`config.mk`:
```
export PLATFORM = sky130hd
export DESIGN_NAME = pwm_toggle_timer
export DESIGN_NICKNAME = d
export VERILOG_FILES = /design/src/rtl/pwt_pkg.sv /design/src/rtl/pwt_ctrl.sv /design/src/rtl/pwt_section.sv /design/src/rtl/pwm_toggle_timer.sv
export SDC_FILE = /design/constraint.sdc
export NUM_CORES = 1
export LEC_CHECK = 0
export BUFFER_PORTS_ARGS = -buffer_cell sky130_fd_sc_hd__clkbuf_2
export CAP_MARGIN = 20
export CORE_ASPECT_RATIO = 0.75
export CORE_MARGIN = 2
export CORE_UTILIZATION = 50
export DETAILED_ROUTE_END_ITERATION = 12
export PLACE_DENSITY_LB_ADDON = 0.05
export SLEW_MARGIN = 0
export SYNTH_ARGS = -nofsm -noshare
export SYNTH_HDL_FRONTEND = slang
export SYNTH_SLANG_ARGS = --single-unit
```
`constraint.sdc`:
```
create_clock -name clk -period 2.3 [get_ports clk]
set_clock_uncertainty 0.05 [all_clocks]
set_input_delay 0.46 -clock clk [delete_from_list [all_inputs] [get_ports clk]]
set_output_delay 0.46 -clock clk [all_outputs]
set_load 0.01 [all_outputs]
```
`src/rtl/pwt_pkg.sv`:
```
package pwt_pkg;

    typedef enum logic [2:0] {
        ST_STOP     = 3'd0,
        ST_DUAL_TMR = 3'd1,
        ST_DUAL_PWM = 3'd2,
        ST_CASC_TMR = 3'd3,
        ST_CASC_PWM = 3'd4
    } pwt_state_e;

    function automatic pwt_state_e mode_state(input logic [1:0] m);
        unique case (m)
            2'd0: mode_state = ST_DUAL_TMR;
            2'd1: mode_state = ST_DUAL_PWM;
            2'd2: mode_state = ST_CASC_TMR;
            default: mode_state = ST_CASC_PWM;
        endcase
    endfunction

endpackage

```
`src/rtl/pwt_ctrl.sv`:
```
module pwt_ctrl
    import pwt_pkg::*;
(
    input  logic       clk,
    input  logic       rst_n,
    input  logic       run,
    input  logic [1:0] mode,
    output pwt_state_e state,
    output logic       active,
    output logic       cascade,
    output logic       lo_pwm,
    output logic       hi_pwm
);

    pwt_state_e state_q, state_d;

    // state register
    always_ff @(posedge clk) begin
        if (!rst_n) state_q <= ST_STOP;
        else        state_q <= state_d;
    end

    // transitions: start, halt, restart
    always_comb begin
        state_d = state_q;
        unique case (state_q)
            ST_STOP: begin
                if (run) state_d = mode_state(mode);
            end
            ST_DUAL_TMR, ST_DUAL_PWM, ST_CASC_TMR, ST_CASC_PWM: begin
                if (!run || mode_state(mode) != state_q) state_d = ST_STOP;
            end
            default: state_d = ST_STOP;
        endcase
    end

    // decoded controls
    always_comb begin
        active  = 1'b0;
        cascade = 1'b0;
        lo_pwm  = 1'b0;
        hi_pwm  = 1'b0;
        unique case (state_q)
            ST_STOP: ;
            ST_DUAL_TMR: active = 1'b1;
            ST_DUAL_PWM: begin active = 1'b1; lo_pwm = 1'b1; hi_pwm = 1'b1; end
            ST_CASC_TMR: begin active = 1'b1; cascade = 1'b1; end
            ST_CASC_PWM: begin active = 1'b1; cascade = 1'b1; lo_pwm = 1'b1; end
            default: ;
        endcase
    end

    assign state = state_q;

endmodule

```
`src/rtl/pwt_section.sv`:
```
module pwt_section #(
    parameter int W = 8
) (
    input  logic         clk,
    input  logic         rst_n,
    input  logic         clear,
    input  logic         adv,
    input  logic         pwm_mode,
    input  logic         active,
    input  logic [W-1:0] match,
    input  logic [W-1:0] duty,
    output logic         evt,
    output logic         pin
);

    localparam logic [W-1:0] CNT_TOP = {W{1'b1}};

    logic [W-1:0] cnt_q;
    logic [W-1:0] duty_q;
    logic         tog_q;
    logic         end_hit;

    // period end: wrap in PWM use, match in timer use
    assign end_hit = pwm_mode ? (cnt_q == CNT_TOP) : (cnt_q == match);
    assign evt     = adv & end_hit;

    always_ff @(posedge clk) begin
        if (!rst_n) begin
            cnt_q  <= '0;
            duty_q <= '0;
            tog_q  <= 1'b0;
        end else if (clear) begin
            cnt_q  <= '0;
            duty_q <= duty;
            tog_q  <= 1'b0;
        end else if (adv) begin
            if (end_hit) begin
                cnt_q <= '0;
                if (pwm_mode) duty_q <= duty;
                else          tog_q  <= ~tog_q;
            end else begin
                cnt_q <= cnt_q + 1'b1;
            end
        end
    end

    assign pin = active & (pwm_mode ? (cnt_q < duty_q) : tog_q);

endmodule

```
`src/rtl/pwm_toggle_timer.sv`:
```
module pwm_toggle_timer
    import pwt_pkg::*;
#(
    parameter int W = 8
) (
    input  logic         clk,
    input  logic         rst_n,
    input  logic         run,
    input  logic [1:0]   mode,
    input  logic         tick,
    input  logic [W-1:0] lo_match,
    input  logic [W-1:0] hi_match,
    input  logic [W-1:0] lo_duty,
    input  logic [W-1:0] hi_duty,
    output logic         out_lo,
    output logic         out_hi,
    output logic         irq
);

    pwt_state_e state_q;
    logic active, cascade, lo_pwm, hi_pwm;
    logic lo_adv, hi_adv, lo_evt, hi_evt;
    logic irq_q;

    pwt_ctrl u_ctrl (
        .clk     (clk),
        .rst_n   (rst_n),
        .run     (run),
        .mode    (mode),
        .state   (state_q),
        .active  (active),
        .cascade (cascade),
        .lo_pwm  (lo_pwm),
        .hi_pwm  (hi_pwm)
    );

    assign lo_adv = tick & active;
    assign hi_adv = cascade ? lo_evt : lo_adv;

    pwt_section #(.W(W)) u_lo (
        .clk      (clk),
        .rst_n    (rst_n),
        .clear    (~active),
        .adv      (lo_adv),
        .pwm_mode (lo_pwm),
        .active   (active),
        .match    (lo_match),
        .duty     (lo_duty),
        .evt      (lo_evt),
        .pin      (out_lo)
    );

    pwt_section #(.W(W)) u_hi (
        .clk      (clk),
        .rst_n    (rst_n),
        .clear    (~active),
        .adv      (hi_adv),
        .pwm_mode (hi_pwm),
        .active   (active),
        .match    (hi_match),
        .duty     (hi_duty),
        .evt      (hi_evt),
        .pin      (out_hi)
    );

    always_ff @(posedge clk) begin
        if (!rst_n) irq_q <= 1'b0;
        else        irq_q <= lo_evt | hi_evt;
    end

    assign irq = irq_q;

endmodule

```
* After elaboration in Yosys (flattened, before gate mapping) *
Cells that the tools add are included.

storage, ports and cells
  input port bits = 38
  bits in registers = 38
  word-level logic and storage cells = 78

cells by class
  mux-type cells = 24
  bitwise gates (word level) = 10
  reductions and logical operators = 13
  order comparisons = 2
  eq/ne operators = 19
  add/subtract/negate cells = 2

operators by type and width
  cell                                                 count
  2-to-1 mux 8 bit                                     10
  adder 8 x 1 -> 8 bit, second input constant          2
  equality test 8 bit                                  2
  equality test 8 bit, second input constant           2
  < comparator 8 bit                                   2
  != test 2 x 1 -> 1 bit, second input constant        7
  AND reduction 3 bit                                  4
  2-to-1 mux 1 bit                                     9
  2-to-1 mux 3 bit                                     3
  one-hot mux 3 bit (3 select lines)                   1
  equality test 3 x 2 -> 1 bit, second input constant  2
  one-hot mux 3 bit (2 select lines)                   1
  AND 1 bit                                            5
  inverter 1 bit                                       4
  AND reduction 2 bit                                  2
  OR reduction 2 bit                                   2
  OR reduction 4 bit                                   1
  equality test 3 x 1 -> 1 bit, second input constant  1
  equality test 3 bit, second input constant           1
  logical NOT 3 bit                                    1
  != test 3 bit                                        1
  equality test 2 x 1 -> 1 bit, second input constant  1
  equality test 2 bit, second input constant           1
  logical NOT 2 bit                                    1
  other kinds (4)                                      4

* Logic depth before layout (Yosys ltp) *
Gate-level depths: netlist of the first run.

  word-level depth = 8
  mapped depth = 11

* By module *
Synthesis of the first run repeated with hierarchy kept, for this count alone.

unflattened totals
  cell total of the unflattened synthesis = 317
  area total of the unflattened synthesis = 2680.1 um^2

by module, submodules not included
  module            cells an instance  times used  area an instance (um^2)  seq. area each (um^2)
  pwt_section       142                2           1202.4                   340.3
  pwt_ctrl          28                 1           224.0                    60.1
  pwm_toggle_timer  5                  1           51.3                     20.0

* Least setup slack after synthesis of the first run *
Ideal clock, no wire load.

  kind = register to register
  start point = reg u_ctrl.state_q[2], in the netlist u_ctrl.state[2]
  end point = reg u_hi.cnt_q[7]
  clock period less this slack = 2495 ps
  setup time = 115 ps
  stages on the path, launching flop included = 12
  slack = -195 ps
  required time = 2135 ps
  arrival time = 2331 ps
  path through = dfxtp_1 > buf_2 > xor2_2 > buf_6 > a211oi_1 > o22ai_1 > or4_4 > buf_6 > a211oi_1 > or2_1 > buf_2 > nor2_1

on the way
  longest elaborated chain between the ends = 6
  elaborated cells on any way between the ends = 18

ends and longest elaborated chain
  item                                                                       line                                       text
  from (decl)                                                                pwt_ctrl.sv:15                             pwt_state_e state_q, state_d;
  from (signal assigned)                                                     pwt_ctrl.sv:20                             else state_q <= state_d;
  equality test 3 x 1 -> 1 bit (tied with other cells)                       pwt_ctrl.sv:43                             unique case (state_q)
  OR reduction 4 bit (no source line) or OR reduction 2 bit (tied branches)  n/a
  2-to-1 mux 1 bit                                                           pwt_ctrl.sv:43
  AND 1 bit or 2-to-1 mux 1 bit (tied branches)                              pwm_toggle_timer.sv:37, pwt_section.sv:24
  AND 1 bit                                                                  pwt_section.sv:25                          assign evt = adv & end_hit;
  2-to-1 mux 1 bit                                                           pwm_toggle_timer.sv:38                     assign hi_adv = cascade ? lo_evt : lo_adv;
  to (signal assigned)                                                       pwt_section.sv:42                          cnt_q <= cnt_q + 1'b1;
  to (decl)                                                                  pwt_section.sv:18                          logic [W-1:0] cnt_q;

Parallel ways exist; a longest one is shown, timed or not.
A chain may end at the register's enable or synchronous reset.

* Worst setup path in the final report of the first run *
  start point = reg u_ctrl.state_q[1], in the netlist u_ctrl.state[1]
  end point = reg u_hi.cnt_q[7]

Same word-level chain as after synthesis.

==> run metrics, run 1 <==
cell accounting for the most synthesized area=dfxtp_1; largest cells by area after synthesis=dfxtp_1, ha_1, o21ai_0; Hold Path Class=in2reg; placed cells=430; Post-synth EDFFs=0; Mapped Nets=375; outcome=finished, violations left; vias per inst=5.43; max incr delay on CP=0.66 ns; GPL Wtd Cong=0.816; fin. max-slew vios=0; largest net degree at the start of global routing=39; CP endpoint kind=register; WS Path Type=reg2reg; GR Layer Usage met2=33.8%; CTS root buf=clkbuf_8; Initial DRC Count=141; global-route wire length before repair=10,900 um; Port Buffers=40; yosys warns=0; n_diodes=0; IR drop worst, VDD=0.367 mV; Final #Nets=449; CP arrival=2.61 ns; ANT nets after route=0; top cell type's share of synthesized area=30.0%; Vias=2,461; CP startpoint kind=register; FF+latch count, synth=38; WL/cell=14.4 um; die area=5670 um^2; Max Cap Viol=0; Die X=86.3 um; Sink Count=38; ratio of cells with drive above 1 in the final layout=36.6%; PnR worst setup slack=-0.176 ns; Clock Pin Slew Worst Setup and Hold Paths=0.08 ns; grt total ovfl=0; Seq/Total Area, Yosys=30.0%; routed wire length=6530 um; synthesized area per cell=7.98 um^2; Num CTS Buffers=5; count leader, synth=dfxtp_1; gr busiest metal=met1; non-filler instance count after layout=453; Finish-stage setup viols=28; Slew @ Worst Pin=0.399 ns; Site Rows=22; met3 Track Usage GR=5.03%; PwrDens=482 nW/um^2; RSZ-0062 raised after global routing=true; initial antenna violation count=0; final hold violations=0; Leakage=1.41 nW; CP max-delay cell=or4_4; Total GRT Usage=24.5%; Post-Syn Instances=318; Worst slew margin=73.4%; cell chain of the critical path=xor2_4 > buf_6 > a211oi_2 > o22ai_2 > or4_4 > a2111oi_4 > xnor2_1 > nor2_1; most frequent cells after synthesis=dfxtp_1, o21ai_0, nand2_1; Netlist cell types=47; Post-synth ARST share=0%; chip height=65.7 um; CP max FO=8; setup TNS=-1.80 ns; pre-CTS setup slack=-0.248 ns; post-route minimum period=2.48 ns; core area=4900 um^2; Synth Cell Area=2540 um^2; HPWL Detailed=4560 um; Core Util, Final=71.2%; IO Count=41; Post-route DRC=0; Post-synth top flop=dfxtp_1; fin crit share=108%; CTS H-tree lvls=2; Detailed Routing Iterations Pass 1=4; failing checks=negative setup slack; CTS tree=done; clock buffer depth=2; worst-skew pair later-pin latency=0.29 ns; Req. time, crit path=2.43 ns; f_max=0.404 GHz; Area Overhead vs Synth=37.4%; number of global-route vias before repair=2,249; Total Power=1.68 mW; met1 GRT Util=38.3%; Initial Util=51.8%
[final timing paths]
kind	from	end	slack, ns	depth (start not counted)
max	u_ctrl.state[1]	u_hi.cnt_q[7]	-0.18	8
min reg2reg	u_lo.duty_q[7]	u_lo.duty_q[7]	0.40	2
max reg2reg	u_ctrl.state[1]	u_hi.cnt_q[7]	-0.18	8
min	hi_duty[1]	u_hi.duty_q[1]	0.33	3
[sequential cells by signal (all words and copies together) (netlist names)]
register and flops:
u_lo.duty_q 8, u_lo.cnt_q 8, u_lo.tog_q 1, u_hi.duty_q 8, u_hi.cnt_q 8, u_hi.tog_q 1, irq 1, u_ctrl.state 3
[cell type report]
class	instances	area (um^2)
well taps	60	75.1
clock inverters	2	12.5
repair buffers	81	539
fillers	397	1410
clock buffers	6	82.6
flip-flops and latches	38	787
multi-input cells	246	1910
inverters	20	80.1
[cells by family (layout without fill, tap and decap cells)]
family | after synthesis | count (layout) | synth area share, %
AO/OA/AOI/OAI | 82 | 82 | 23.0
XOR/XNOR | 19 | 20 | 6.85
adder cells (fa/ha/maj) | 19 | 19 | 9.37
buffers and inverters | 37 | 109 | 6.26
flip-flops | 38 | 38 | 30.0
multiplexers | 1 | 1 | 0.394
AND/OR/NAND/NOR | 122 | 124 | 24.2
[routing by layer]
| metal | share of wire (%) | vias to the layer above |
|---|---|---|
| met5 | 0 | - |
| met1 | 52 | 1096 |
| met4 | 0.67 | 0 |
| met2 | 41 | 66 |
| li1 | - | 1295 |
| met3 | 6.6 | 4 |
[metrics by stage]
| step | cell area [um^2] | hold slack, ns |
|---|---|---|
| global route | 3490 | 0.340 |
| detailed placement | 3070 | 0.392 |
| floorplan | 2700 | 0.378 |
| finish | 3490 | 0.329 |
| global placement | 3070 | 0.389 |
| CTS | 3340 | 0.328 |
[cells in the final DEF, fill, tap and decap left out, drive strengths merged, types with 2 or more instances in the layout]
cell type	netlist	layout
clkbuf	8	44
buf	9	43
dfxtp	38	38
o21ai	32	32
nand2	28	28
nor2	26	26
nand3	23	23
inv	19	19
ha	19	19
nor2b	11	11
xnor2	11	11
a211oi	10	10
xor2	8	9
or3	8	8
a22o	8	8
a21oi	7	7
nand4	6	6
a22oi	6	6
o22ai	5	5
nor3	4	4
a2111oi	4	4
nand2b	4	4
a21o	3	3
nor3b	2	3
nor4	2	2
or4	1	2
or2	2	2
clkinv	1	2
[critical path, delay by kind of cell, from the launching register on]
family / cells / cell delay [ns]
simple gates: 2 / 0.71
compound gates: 3 / 0.71
flops: 1 / 0.38
xor+xnor: 2 / 0.37
buf+inv: 1 / 0.14
[report_power, final]
| part | switching, mW | internal [mW] | total (mW) |
|---|---|---|---|
| Combinational | 0.248 | 0.223 | 0.471 |
| Clock | 0.243 | 0.241 | 0.484 |
| Sequential | 0.0327 | 0.692 | 0.725 |
| Total | 0.523 | 1.16 | 1.68 |
[timing repair]
action | 4_1_cts | 5_1_grt
setup buffers | 7 | 4
cloned | 3 | 1
pin swaps | 18 | 18
hold buffers | 0 | 0
gates resized for setup | 25 | 31
setup endpoints to repair | 37 | 37
(Power assumes the default switching activity.)
==> inputs of run 2 (changes only) <==
--- a/config.mk
+++ b/config.mk
@@ -8,9 +8,11 @@
 export BUFFER_PORTS_ARGS = -buffer_cell sky130_fd_sc_hd__clkbuf_2
 export CAP_MARGIN = 20
 export CORE_ASPECT_RATIO = 0.75
-export CORE_MARGIN = 2
+export CORE_MARGIN = 8
 export CORE_UTILIZATION = 50
+export CTS_BUF_LIST = sky130_fd_sc_hd__clkbuf_4
 export DETAILED_ROUTE_END_ITERATION = 12
+export GPL_ROUTABILITY_DRIVEN = 1
 export PLACE_DENSITY_LB_ADDON = 0.05
 export SLEW_MARGIN = 0
 export SYNTH_ARGS = -nofsm -noshare
==> run 2 against run 1 <==
The run still ends with negative setup slack left. Register-to-register slack improved by 0.02 ns. Core utilization fell by 1.0 points. Global-route usage down 6.4 points. Sequential power hardly changed. Die area is 35% higher. Via count is 1.5% higher. Critical path depth is 1 higher.
==> run metrics, run 2 (synthesis gave the netlist of run 1 again) <==
Hold Path Class=in2reg; RSZ-0062 raised after global routing=true; CTS tree=done; fin. max-slew vios=0 (unchanged); Slew @ Worst Pin=0.381 ns (-0.0177 ns); WL/cell=14.9 um (+3.4%); R2R Setup Slk=-0.15 ns (+0.02 ns); Final #Nets=451 (+0.45%); global-route wire length before repair=11,600 um (+6.1%); Req. time, crit path=2.52 ns (+0.09 ns); Post-DP Area=3110 um^2 (+1.5%); Site Rows=22 (unchanged); die area=7630 um^2 (+35%); Die X=98.3 um (+14%); WS Path Type=reg2reg; Total GRT Usage=18.1% (-6.4 points); HPWL Detailed=4900 um (+7.5%); clock buffer depth=2 (unchanged); ratio of cells with drive above 1 in the final layout=35.8% (-0.85 points); CP startpoint kind=register; CP max FO=16 (+8); worst reg2reg path startpoint=u_ctrl.state[1]; chip height=77.7 um (+18%); PnR worst setup slack=-0.154 ns (+0.0216 ns); CP endpoint=u_lo.duty_q[4]; CP endpoint kind=register; Finish-stage setup viols=25 (-11%); final hold violations=0 (unchanged); count of hold-fix buffers inserted at cts=0 (unchanged); grt total ovfl=0 (unchanged); DR WL met3=545 um (+26%); routed wire length=6760 um (+3.6%); design area=3440 um^2 (-1.4%); Worst slew margin=74.5% (+1.1 points); Vias=2,499 (+1.5%); Sink Count=38 (unchanged); Clock Pin Slew Worst Setup and Hold Paths=0.12 ns (+0.04 ns); final hold slack=0.276 ns (-0.0524 ns); CTS H-tree lvls=2 (unchanged); Post-route DRC=0 (unchanged); Max Cap Viol=0 (unchanged); IR drop worst, VDD=0.340 mV (-7.3%); Routed met2 length=2760 um (+4.0%); CP arrival=2.68 ns (+0.07 ns); PwrDens=443 nW/um^2 (-8.0%); f_max=0.407 GHz (+0.88%); outcome=finished, violations left; Detailed Routing Iterations Pass 1=5 (+1); Area Overhead vs Synth=35.5%; GPL Wtd Cong=0.808 (-1.1%); wl on met1=3440 um (+1.4%); R2R depth=9 (+1); IO Count=41 (unchanged); pre-CTS setup slack=-0.238 ns (+0.00972 ns); Num CTS Buffers=5 (unchanged); most frequent cells in the layout=clkbuf_2, buf_4, nand2_1, dfxtp_1, nor2_1; Critical Path Start=u_ctrl.state[1]; initial antenna violation count=0 (unchanged); Initial Util=51.8% (unchanged); vias per inst=5.50 (+1.3%); ANT nets after route=0 (unchanged); max layer used=met4; failing checks=negative setup slack; Initial DRC Count=106 (-25%); core area=4900 um^2 (unchanged); n_diodes=0 (unchanged); worst-skew pair later-pin latency=0.33 ns (+0.04 ns); largest net degree at the start of global routing=30 (-23%); number of global-route vias before repair=2,404 (+6.9%); fin crit share=107% (-0.94 points); Leakage=1.40 nW (-0.59%); hold path depth=3 (unchanged); RR Endpoint=u_lo.duty_q[4]; Port Buffers=40 (unchanged); post-route minimum period=2.45 ns (-0.0216 ns); CTS root buf=clkbuf_4
run 2: per-layer routing:
metal,global-route usage [%],vias up
li1,-,1294
met1,26.1,1136
met2,27.0,67
met3,4.55,2
met4,2.29,0
met5,0,-
run 2: critical path, stage by stage, from the launching register on:
cell      delay [ns]
dfxtp_4         0.40
xor2_4          0.22
buf_6           0.15
a211oi_4        0.20
o22ai_2         0.11
or4_4           0.66
o31ai_4         0.26
buf_12          0.17
nand3_1         0.09
o21ai_1         0.09
run 2: cell type report:
type | count | area [um^2]
timing repair buffer | 83 | 551
multi-input combinational | 246 | 1900
sequential | 38 | 786
clock inverter | 2 | 10.0
fill | 401 | 1460
tap | 60 | 75.1
inverter | 20 | 77.6
clock buffer | 5 | 37.5
run 2: repair_timing:
| item | CTS | global route |
|---|---|---|
| gates resized for setup | 27 | 25 |
| endpoints found under the setup margin | 37 | 37 |
| pin swaps | 26 | 14 |
| hold endpoints to repair | 0 | 0 |
| buffers inserted | 7 | 0 |
| gates cloned | 3 | 1 |
run 2: power breakdown:
part | internal, mW | switching (mW)
combinational | 0.220 | 0.249
sequential | 0.693 | 0.0293
clock | 0.110 | 0.221
run 2: worst min path at each step:
| stage | startpoint | endpoint | slack, ns |
|---|---|---|---|
| 2_1_floorplan | u_lo.duty_q[1] | u_lo.duty_q[1] | 0.38 |
| 3_3_place_gp | u_lo.duty_q[7] | u_lo.duty_q[7] | 0.39 |
| 3_5_place_dp | u_lo.duty_q[0] | u_lo.duty_q[0] | 0.40 |
| 4_1_cts | hi_duty[6] | u_hi.duty_q[6] | 0.26 |
| 5_1_grt | hi_duty[6] | u_hi.duty_q[6] | 0.26 |
| 6_report | hi_duty[6] | u_hi.duty_q[6] | 0.28 |
run 2: through the flow:
| stage | TNS [ns] | utilization (%) | cells | total power, mW |
|---|---|---|---|---|
| 2_1_floorplan | -1.63 | - | 318 | 1.00 |
| 3_3_place_gp | -4.75 | 63.5 | 436 | 1.12 |
| 3_5_place_dp | -5.79 | 63.5 | 436 | 1.13 |
| 4_1_cts | -2.30 | 68.3 | 453 | 1.51 |
| 5_1_grt | -5.52 | 70.1 | 454 | 1.62 |
| 6_report | -2.35 | 70.1 | 454 | 1.52 |
==> inputs of run 3 (changes only) <==
--- a/config.mk
+++ b/config.mk
@@ -5,13 +5,13 @@
 export SDC_FILE = /design/constraint.sdc
 export NUM_CORES = 1
 export LEC_CHECK = 0
-export BUFFER_PORTS_ARGS = -buffer_cell sky130_fd_sc_hd__clkbuf_2
 export CAP_MARGIN = 20
 export CORE_ASPECT_RATIO = 0.75
 export CORE_MARGIN = 8
 export CORE_UTILIZATION = 50
 export CTS_BUF_LIST = sky130_fd_sc_hd__clkbuf_4
 export DETAILED_ROUTE_END_ITERATION = 12
+export DONT_BUFFER_PORTS = 1
 export GPL_ROUTABILITY_DRIVEN = 1
 export PLACE_DENSITY_LB_ADDON = 0.05
 export SLEW_MARGIN = 0
==> run 3 against run 2 <==
The run still ends with negative setup slack left. Non-clock buffer count fell by 37. Global-route usage fell by 0.28 points. Flip-flop and latch count did not move. Worst hold slack got worse by 0.10 ns. Setup slack got worse by 0.038 ns. Routed wire length rose by 0.41%. Critical path type unchanged. Critical endpoint is now u_hi.tog_q.
==> run metrics, run 3 (synthesis gave the netlist of run 1 again) <==
Vias=2,353 (-5.8%); Hold Path Class=in2reg; count of hold-fix buffers inserted at cts=0 (unchanged); Initial DRC Count=92 (-13%); WL/cell=16.3 um (+9.3%); design area=3260 um^2 (-5.0%); grt total ovfl=0 (unchanged); placed cells=393 (-9.9%); Num CTS Buffers=5 (unchanged); vias per inst=5.64 (+2.5%); failing checks=negative setup slack; Die X=98.3 um (unchanged); ratio of cells with drive above 1 in the final layout=28.6% (-7.2 points); Initial Util=51.8% (unchanged); commonest non-fill, non-tap cell in the layout=buf_4; CP max-delay cell=or4_4; clock buffer depth=2 (unchanged); R2R depth=9 (unchanged); WS Path Type=reg2reg; Leakage=1.26 nW (-9.8%); GPL Wtd Cong=0.805 (-0.32%); cell chain of the critical path=xor2_4 > buf_6 > a211oi_2 > o22ai_1 > or4_4 > buf_12 > a2111oi_4 > xnor2_1 > nor2_1; ANT nets after route=0 (unchanged); non-filler instance count after layout=417 (-8.1%); Post-DP Area=2890 um^2 (-7.2%); chip height=77.7 um (unchanged); core area=4900 um^2 (unchanged); Min-Delay Startpoint=lo_duty[4]; RR Endpoint=u_hi.tog_q; Area Overhead vs Synth=28.6%; Site Rows=22 (unchanged); initial antenna violation count=0 (unchanged); hold path depth=2 (-1); CP startpoint kind=register; Port Buffers=0 (-100%); die area=7630 um^2 (unchanged); PnR worst setup slack=-0.192 ns (-0.0380 ns); Req. time, crit path=2.50 ns (-0.02 ns); Sink Count=38 (unchanged); R2R Setup Slk=-0.19 ns (-0.04 ns); fin. max-slew vios=0 (unchanged); Total Power=1.51 mW (-0.85%); Worst slew margin=73.3% (-1.2 points); Hold Path End=u_lo.duty_q[4]; HPWL Detailed=4790 um (-2.1%); Post-route DRC=0 (unchanged); Finish-stage setup viols=22 (-12%); max incr delay on CP=0.56 ns (-0.10 ns); PwrDens=463 nW/um^2 (+4.4%); RSZ-0062 raised after global routing=true; final hold violations=0 (unchanged); CTS root buf=clkbuf_4; most frequent cells in the layout=buf_4, nand2_1, dfxtp_1, nor2_1; CP arrival=2.69 ns (about the same); Clock Pin Slew Worst Setup and Hold Paths=0.13 ns (about the same); CTS H-tree lvls=2 (unchanged); f_max=0.401 GHz (-1.5%); Max Cap Viol=0 (unchanged); IR drop worst, VDD=0.423 mV (+24%); n_diodes=0 (unchanged); CP endpoint kind=register; IO Count=41 (unchanged); number of global-route vias before repair=2,198 (-8.6%); outcome=finished, violations left; worst reg2reg path startpoint=u_ctrl.state[1]; CP max FO=6 (-10); worst-skew pair later-pin latency=0.35 ns (+0.02 ns); Slew @ Worst Pin=0.399 ns (+0.0173 ns); Total GRT Usage=17.8% (-0.28 points); Detailed Routing Iterations Pass 1=4 (-1); Final #Nets=413 (-8.4%); global-route wire length before repair=11,100 um (-4.1%); setup TNS=-2.63 ns (-0.283 ns); fin crit share=108% (+1.7 points); largest net degree at the start of global routing=40 (+33%); routed wire length=6790 um (+0.41%); post-route minimum period=2.49 ns (+0.0380 ns); CTS tree=done
[run 3: report_power, final]
group	internal [mW]	total (mW)	switching, mW
Sequential	0.694	0.723	0.0290
Combinational	0.208	0.430	0.222
Clock	0.114	0.357	0.243
Total	1.02	1.51	0.494
[run 3: worst max-delay path, delay by kind of cell (launching register included)]
kind,cells,cell delay [ns]
compound gates,3,0.64
xor+xnor,2,0.37
buf+inv,2,0.31
flops,1,0.40
simple gates,2,0.62
[run 3: layout make-up]
type | count | area [um^2]
well taps | 60 | 75.1
repair buffers | 46 | 413
fillers | 399 | 1640
clock inverters | 3 | 16.3
multi-input cells | 245 | 1860
inverters | 20 | 77.6
clock buffers | 5 | 37.5
flip-flops and latches | 38 | 781
[run 3: through the flow]
stage / utilization [%] / worst slack (ns) / hold WS (ns)
floorplan: - / -0.111 / 0.378
global placement: 59.0 / -0.178 / 0.388
detailed placement: 59.0 / -0.214 / 0.391
CTS: 65.0 / -0.130 / 0.163
global route: 66.6 / -0.264 / 0.163
finish: 66.6 / -0.192 / 0.173
[run 3: repair_timing]
item / CTS / global route
setup buffers: 12 / 1
pin swaps: 20 / 16
resized for setup: 28 / 20
setup endpoints to repair: 37 / 37
gates cloned: 3 / 0
[run 3: routing by layer]
metal | global-route usage [%] | vias to the layer above | part of all wire, %
li1 | - | 1222 | -
met1 | 24.8 | 1057 | 52
met2 | 25.9 | 64 | 40
met3 | 5.26 | 10 | 6.9
met4 | 5.19 | 0 | 1.3
met5 | 0 | - | 0
[run 3: worst max path at each step]
stage | start | endpoint | slack, ns
floorplan | u_ctrl.state[2] | u_hi.tog_q | -0.11
global placement | u_ctrl.state[2] | u_hi.cnt_q[5] | -0.18
detailed placement | u_ctrl.state[2] | u_hi.cnt_q[7] | -0.21
CTS | u_ctrl.state[2] | u_lo.duty_q[7] | -0.13
global route | u_ctrl.state[2] | u_lo.duty_q[6] | -0.26
finish | u_ctrl.state[1] | u_hi.tog_q | -0.19
